<file path="src/rtl/sit_pkg.sv">
package sit_pkg;
    localparam int ADDR_W = 3;

    localparam logic [ADDR_W-1:0] A_PEND     = 3'd0;
    localparam logic [ADDR_W-1:0] A_PEND_SET = 3'd1;
    localparam logic [ADDR_W-1:0] A_PEND_CLR = 3'd2;
    localparam logic [ADDR_W-1:0] A_SUP_CMP  = 3'd3;
    localparam logic [ADDR_W-1:0] A_HYP_CMP  = 3'd4;
    localparam logic [ADDR_W-1:0] A_COUNT    = 3'd5;
    localparam logic [ADDR_W-1:0] A_LEVEL    = 3'd6;
    localparam logic [ADDR_W-1:0] A_CTRL     = 3'd7;

    localparam int NUM_CMP = 2;
    localparam int CMP_SUP = 0;
    localparam int CMP_HYP = 1;
endpackage

</file>
<file path="src/rtl/sit_tick_counter.sv">
module sit_tick_counter #(
    parameter int CNT_W = 63
) (
    input  logic             clk,
    input  logic             rst_n,
    input  logic             load,
    input  logic [CNT_W-1:0] load_val,
    output logic [CNT_W-1:0] count
);
    typedef struct packed {
        logic [CNT_W-1:0] cnt;
    } cnt_state_t;

    cnt_state_t st_d, st_q;

    always_comb begin
        st_d = st_q;
        if (load) begin
            st_d.cnt = load_val;
        end else begin
            st_d.cnt = st_q.cnt + 1'b1;
        end
    end

    always_ff @(posedge clk) begin
        if (!rst_n) begin
            st_q <= '0;
        end else begin
            st_q <= st_d;
        end
    end

    assign count = st_q.cnt;

    // free-running step with modulo wrap
    assert_count_step_R5: assert property (@(posedge clk) disable iff (!rst_n)
        ($past(rst_n) && !$past(load)) |-> (count == $past(count) + 1'b1));

    // a load is seen in the next clock
    assert_count_load_R5: assert property (@(posedge clk) disable iff (!rst_n)
        load |=> (count == $past(load_val)));
endmodule

</file>
<file path="src/rtl/sit_compare.sv">
module sit_compare #(
    parameter int VAL_W = 63
) (
    input  logic             clk,
    input  logic             rst_n,
    input  logic             wr,
    input  logic [VAL_W:0]   wdata,
    input  logic [VAL_W-1:0] count,
    output logic [VAL_W:0]   cmp_reg,
    output logic             fire
);
    typedef struct packed {
        logic [VAL_W:0] cmp;
    } cmp_state_t;

    cmp_state_t st_d, st_q;

    always_comb begin
        st_d = st_q;
        if (wr) begin
            st_d.cmp = wdata;
        end
    end

    always_ff @(posedge clk) begin
        if (!rst_n) begin
            st_q.cmp <= {1'b1, {VAL_W{1'b0}}};
        end else begin
            st_q <= st_d;
        end
    end

    assign cmp_reg = st_q.cmp;
    assign fire    = !st_q.cmp[VAL_W] && (st_q.cmp[VAL_W-1:0] == count);
endmodule

</file>
<file path="src/rtl/sit_softint.sv">
module sit_softint #(
    parameter int SI_W      = 17,
    parameter int TIMER_BIT = 16
) (
    input  logic            clk,
    input  logic            rst_n,
    input  logic            wr_direct,
    input  logic            wr_set,
    input  logic            wr_clr,
    input  logic [SI_W-1:0] wdata,
    input  logic            post_timer,
    output logic [SI_W-1:0] pend
);
    typedef struct packed {
        logic [SI_W-1:0] bits;
    } si_state_t;

    si_state_t st_d, st_q;

    always_comb begin
        st_d = st_q;
        if (wr_direct) begin
            st_d.bits = wdata;
        end
        if (wr_set) begin
            st_d.bits = st_d.bits | wdata;
        end
        if (wr_clr) begin
            st_d.bits = st_d.bits & ~wdata;
        end
        if (post_timer) begin
            st_d.bits[TIMER_BIT] = 1'b1;
        end
    end

    always_ff @(posedge clk) begin
        if (!rst_n) begin
            st_q <= '0;
        end else begin
            st_q <= st_d;
        end
    end

    assign pend = st_q.bits;

    // every bit written through the set alias is 1 afterwards
    assert_set_bits_R2: assert property (@(posedge clk) disable iff (!rst_n)
        wr_set |=> ((pend & $past(wdata)) == $past(wdata)));

    // every bit written through the clear alias is 0 afterwards
    assert_clr_bits_R3: assert property (@(posedge clk) disable iff (!rst_n)
        (wr_clr && !post_timer) |=> ((pend & $past(wdata)) == '0));
endmodule

</file>
<file path="src/rtl/sit_irq_prio.sv">
module sit_irq_prio #(
    parameter int SI_W      = 17,
    parameter int LVL_W     = 4,
    parameter int TIMER_BIT = 16,
    parameter int TIMER_LVL = 14
) (
    input  logic [SI_W-1:1]  pend_hi,
    input  logic [LVL_W-1:0] level,
    output logic             irq
);
    always_comb begin
        irq = 1'b0;
        for (int n = 1; n < SI_W; n++) begin
            int lv;
            lv = (n == TIMER_BIT) ? TIMER_LVL : n;
            if (pend_hi[n] && (lv > int'(level))) begin
                irq = 1'b1;
            end
        end
    end
endmodule

</file>
<file path="src/rtl/soft_intr_timer.sv">
module soft_intr_timer #(
    parameter int CNT_W     = 63,
    parameter int SI_W      = 17,
    parameter int LVL_W     = 4,
    parameter int TIMER_BIT = 16,
    parameter int TIMER_LVL = 14
) (
    input  logic                      clk,
    input  logic                      rst_n,
    input  logic [sit_pkg::ADDR_W-1:0] reg_addr,
    input  logic [CNT_W:0]            reg_wdata,
    input  logic                      reg_we,
    output logic [CNT_W:0]            reg_rdata,
    output logic                      irq_req,
    output logic                      recheck_pulse
);
    import sit_pkg::*;

    localparam int DATA_W = CNT_W + 1;

    typedef struct packed {
        logic [LVL_W-1:0] level;
        logic             ie;
        logic             recheck;
    } top_state_t;

    top_state_t st_d, st_q;

    logic [CNT_W-1:0]  count;
    logic [SI_W-1:0]   pend;
    logic [DATA_W-1:0] cmp_val  [NUM_CMP];
    logic [NUM_CMP-1:0] cmp_fire;

    logic wr_pend, wr_set, wr_clr, wr_cnt, wr_lvl, wr_ctrl, pend_any_wr;

    assign wr_pend     = reg_we && (reg_addr == A_PEND);
    assign wr_set      = reg_we && (reg_addr == A_PEND_SET);
    assign wr_clr      = reg_we && (reg_addr == A_PEND_CLR);
    assign wr_cnt      = reg_we && (reg_addr == A_COUNT);
    assign wr_lvl      = reg_we && (reg_addr == A_LEVEL);
    assign wr_ctrl     = reg_we && (reg_addr == A_CTRL);
    assign pend_any_wr = wr_pend || wr_set || wr_clr;

    sit_tick_counter #(.CNT_W(CNT_W)) u_counter (
        .clk      (clk),
        .rst_n    (rst_n),
        .load     (wr_cnt),
        .load_val (reg_wdata[CNT_W-1:0]),
        .count    (count)
    );

    for (genvar g = 0; g < NUM_CMP; g++) begin : g_cmp
        localparam logic [ADDR_W-1:0] MY_ADDR = (g == CMP_SUP) ? A_SUP_CMP : A_HYP_CMP;
        logic cmp_wr;
        assign cmp_wr = reg_we && (reg_addr == MY_ADDR);

        sit_compare #(.VAL_W(CNT_W)) u_cmp (
            .clk     (clk),
            .rst_n   (rst_n),
            .wr      (cmp_wr),
            .wdata   (reg_wdata),
            .count   (count),
            .cmp_reg (cmp_val[g]),
            .fire    (cmp_fire[g])
        );
    end

    sit_softint #(.SI_W(SI_W), .TIMER_BIT(TIMER_BIT)) u_softint (
        .clk        (clk),
        .rst_n      (rst_n),
        .wr_direct  (wr_pend),
        .wr_set     (wr_set),
        .wr_clr     (wr_clr),
        .wdata      (reg_wdata[SI_W-1:0]),
        .post_timer (cmp_fire[CMP_SUP]),
        .pend       (pend)
    );

    sit_irq_prio #(
        .SI_W(SI_W), .LVL_W(LVL_W), .TIMER_BIT(TIMER_BIT), .TIMER_LVL(TIMER_LVL)
    ) u_prio (
        .pend_hi (pend[SI_W-1:1]),
        .level   (st_q.level),
        .irq     (irq_req)
    );

    always_comb begin
        logic lvl_drop, ie_rise;
        st_d     = st_q;
        lvl_drop = wr_lvl && (reg_wdata[LVL_W-1:0] < st_q.level);
        ie_rise  = wr_ctrl && reg_wdata[0] && !st_q.ie;
        if (wr_lvl) begin
            st_d.level = reg_wdata[LVL_W-1:0];
        end
        if (wr_ctrl) begin
            st_d.ie = reg_wdata[0];
        end
        st_d.recheck = pend_any_wr || (|cmp_fire) || lvl_drop || ie_rise;
    end

    always_ff @(posedge clk) begin
        if (!rst_n) begin
            st_q <= '0;
        end else begin
            st_q <= st_d;
        end
    end

    assign recheck_pulse = st_q.recheck;

    always_comb begin
        reg_rdata = '0;
        case (reg_addr)
            A_PEND, A_PEND_SET, A_PEND_CLR: reg_rdata[SI_W-1:0] = pend;
            A_SUP_CMP: reg_rdata = cmp_val[CMP_SUP];
            A_HYP_CMP: reg_rdata = cmp_val[CMP_HYP];
            A_COUNT:   reg_rdata[CNT_W-1:0] = count;
            A_LEVEL:   reg_rdata[LVL_W-1:0] = st_q.level;
            A_CTRL:    reg_rdata[0] = st_q.ie;
            default:   reg_rdata = '0;
        endcase
    end

    // any pending-register write is followed by a recheck pulse
    assert_pend_wr_recheck_R4: assert property (@(posedge clk) disable iff (!rst_n)
        (reg_we && (reg_addr == A_PEND || reg_addr == A_PEND_SET || reg_addr == A_PEND_CLR))
        |=> recheck_pulse);

    // a supervisor match posts the timer bit and a recheck pulse
    assert_sup_post_R6: assert property (@(posedge clk) disable iff (!rst_n)
        cmp_fire[CMP_SUP] |=> (pend[TIMER_BIT] && recheck_pulse));

    // a hypervisor match raises a recheck pulse
    assert_hyp_recheck_R7: assert property (@(posedge clk) disable iff (!rst_n)
        cmp_fire[CMP_HYP] |=> recheck_pulse);

    // with the supervisor compare disabled and no bus write, bit 16 does not rise
    assert_disabled_quiet_R8: assert property (@(posedge clk) disable iff (!rst_n)
        ($past(rst_n) && !$past(reg_we) && $past(cmp_val[CMP_SUP][CNT_W]))
        |-> !$rose(pend[TIMER_BIT]));

    // a lower level write is followed by a recheck pulse
    assert_level_drop_R9: assert property (@(posedge clk) disable iff (!rst_n)
        (wr_lvl && (reg_wdata[LVL_W-1:0] < reg_rdata_level())) |=> recheck_pulse);

    // nothing pending means no request
    assert_no_req_empty_R11: assert property (@(posedge clk) disable iff (!rst_n)
        (pend[SI_W-1:1] == '0) |-> !irq_req);

    function automatic logic [LVL_W-1:0] reg_rdata_level();
        return st_q.level;
    endfunction
endmodule

</file>
<file path="config.mk">
export PLATFORM = sky130hd
export DESIGN_NAME = soft_intr_timer
export DESIGN_NICKNAME = d
export VERILOG_FILES = /design/src/rtl/sit_pkg.sv /design/src/rtl/sit_tick_counter.sv /design/src/rtl/sit_compare.sv /design/src/rtl/sit_softint.sv /design/src/rtl/sit_irq_prio.sv /design/src/rtl/soft_intr_timer.sv
export SDC_FILE = /design/constraint.sdc
export NUM_CORES = 1
export LEC_CHECK = 0
export ABC_CLOCK_PERIOD_IN_PS = 4600
export BUFFER_PORTS_ARGS = -buffer_cell sky130_fd_sc_hd__buf_2
export CORE_MARGIN = 2
export CORE_UTILIZATION = 60
export CTS_CLUSTER_SIZE = 10
export DETAILED_ROUTE_END_ITERATION = 12
export PLACE_DENSITY = 0.9
export SLEW_MARGIN = 40
export SYNTH_ARGS = -nofsm -noshare
export SYNTH_HDL_FRONTEND = slang
export SYNTH_SLANG_ARGS = --single-unit
</file>
<file path="constraint.sdc">
create_clock -name clk -period 4.6 [get_ports clk]
set_input_delay 0.23 -clock clk [delete_from_list [all_inputs] [get_ports clk]]
set_output_delay 0.23 -clock clk [all_outputs]
set_load 0.05 [all_outputs]
</file>
==> qor.yml <==
outcome:
  status: "finished clean"
final_layout:
  final_common_cell: "nand2_1"
  final_util: 0.694
  nNetsFinal: 1789
  area_growth_pct: 14.2
  antenna_cells: 0
  largest_register_ffs: 128
  final_cell_mix: "nand2_1, a21oi_1, dfxtp_1, buf_2"
  drive_gt1_frac: 0.113
routing:
  drt_first_pass_iters: 6
  vias: 12907
  drcViolationCount: 0
  drt_iter0_markers: 1806
  post_drt_via_cell_ratio: 6.49
  drt-total-wl_um: 41900
  ant_nets: 0
  wl_per_cell_um: 21.1
floorplan:
  initial_core_util: 0.608
  die_w_um: 147
  dieArea_um2: 21500
  die_y_um: 147
  ios: 136
  core_region_area_um2: 20100
  rows: 52
clock_tree:
  cts_root_buf: "clkbuf_16"
  post_cts_buffers: 0
  cts_tree: "built"
  clock_path_buffers: 3
  cts_inserted_buffers: 25
  clk_pin_slew_ns: 0.06
  clkSinkCount: 214
  clkLatencyLatePin_ns: 0.53
  htree_levels: 1
sta:
  slew-limit-headroom: 0.440
  rsz0062_at_grt: "no"
  period_needed_ns: 3.00
  tns_ns: 0
  setup_viol: 0
  hold_viol_final: 0
  layout_setup_ws_ns: 1.60
  final_max_slew_viol_count: 0
  fin_crit_sh: 0.653
  fmax_mhz: 333
  fin_skew_ns: 0.0248
  worst_slew_pin_slew_ns: 0.840
global_routing:
  antenna_found_initial: 0
  grt_max_degree: 126
  grt_pass1_vias: 11843
  track_usage: 0.374
  grt.overflow.total: 0
  grt_pass1_wl_um: 64800
synthesis:
  netlist-cell-type-count: 57
  syn_avg_cell_area_um2: 7.49
  ys_warn_count: 0
  synth-edff-count: 0
  syn-num-nets: 1706
  netlist_instances: 1632
  synth_seq_cells: 214
  syn_area_um2: 12200
  async_flop_share: 0
  ys_seq_area_frac: 0.351
  synthFlopType: "dfxtp_1"
setup_path:
  crit_path_max_fanout: 48
  r2r_setup_slack_ns: 1.68
  start_kind: "primary input"
  crit_type: "in -> out"
  worstPathArrival_ns: 2.77
  crit_required_ns: 4.37
  crit_path_end_kind: "output pin"
placed_design:
  place_ws_ns: 1.65
  place.gp.congestion: 0.981
  hpwl_um: 27900
  port_buffers: 135
pwr:
  leakage_nw: 5.11
  p_total_w: 0.00429
  ir_worst_vdd_mv: 0.232
  powerDensity_nw_per_um2: 307
hold_path:
  hold_class: "in -> reg"
flow_run:
  maxCapViolCount: 0
-- timing repair --
item,in CTS,in global routing
hold endpoints to repair,103,0
gates resized for setup,0,0
hold buffers,55,0
-- per-stage QoR --
step	instance area (um2)	cells	hold WS, ns
finish	14000	1989	0.00336
detailed placement	12700	1903	0.467
floorplan	12200	1632	0.324
global route	14000	1989	0.00264
CTS	14000	1989	0.000990
global placement	12700	1903	0.462
-- critical path, cell delays in order --
cell and delay [ns]:
buf_4 0.47, and2_1 0.72, and2_4 0.66, nand2_1 0.12
o21ai_0 0.17, buf_2 0.33
-- synth_stat cells (all sizes together), types with 3 or more instances --
cell type    n  share of area
nor3        19         0.0086
a211oi      42          0.026
or4          3         0.0018
inv         45          0.014
nor2b       26          0.013
a22oi        4         0.0025
o21ai      110          0.045
dfxtp      214           0.35
xnor2      110          0.079
buf         48          0.021
a221oi       5         0.0036
and4         9         0.0067
and2         6         0.0031
and3        11         0.0056
ha           4         0.0041
nand3       27          0.011
a21oi      214          0.088
nand4       31          0.019
nor2        68          0.021
a22o         3         0.0022
mux2i       67          0.055
a2111oi      4         0.0029
o2bb2ai      7         0.0050
nand2b       3         0.0015
nand2      329           0.10
nor4        33          0.019
xor2        39          0.028
or3          6         0.0031
o22ai       26          0.013
clkbuf      98          0.030
-- final timing paths --
check,startpoint,endpoint,cells after the start
max,reg_addr[0],reg_rdata[25],6
min,reg_wdata[55],g_cmp[0].u_cmp.cmp_reg[55],3
max reg2reg,u_counter.count[11],u_counter.count[60],6
min reg2reg,g_cmp[1].u_cmp.cmp_reg[47],g_cmp[1].u_cmp.cmp_reg[47],2
-- cell families after synthesis --
kind of cell	count (synthesis)	synth area share
AO/OA/AOI/OAI	428	0.197
XOR/XNOR	149	0.107
adder cells (fa/ha/maj)	5	0.00492
buffers and inverters	193	0.0655
flip-flops	214	0.351
multiplexers	68	0.0567
AND/OR/NAND/NOR	575	0.218
-- power breakdown --
group | internal, W | switching (W) | leakage [nW]
combinational | 0.000210 | 0.000364 | 3.05
sequential | 0.00191 | 0.0000824 | 1.73
clock | 0.000983 | 0.000744 | 0.325
total | 0.00310 | 0.00119 | 5.11
-- metal layers --
layer | vias up | global-route usage | routed length [um]
met5 | - | 0 | 0
met4 | 0 | 0.140 | 1880
met3 | 165 | 0.0665 | 5490
met2 | 1024 | 0.608 | 19000
met1 | 5947 | 0.499 | 15500
li1 | 5771 | - | -
-- area by class of cell --
| cell class | count | area, um2 |
|---|---|---|
| Clock buffer | 30 | 654 |
| Timing Repair Buffer | 202 | 1340 |
| Multi-Input combinational cell | 1225 | 7140 |
| Fill cell | 1546 | 6150 |
| Clock inverter | 1 | 8.76 |
| Inverter | 47 | 184 |
| Sequential cell | 214 | 4280 |
| Tap cell | 270 | 338 |
No activity file was read; power rests on OpenSTA's default activity.
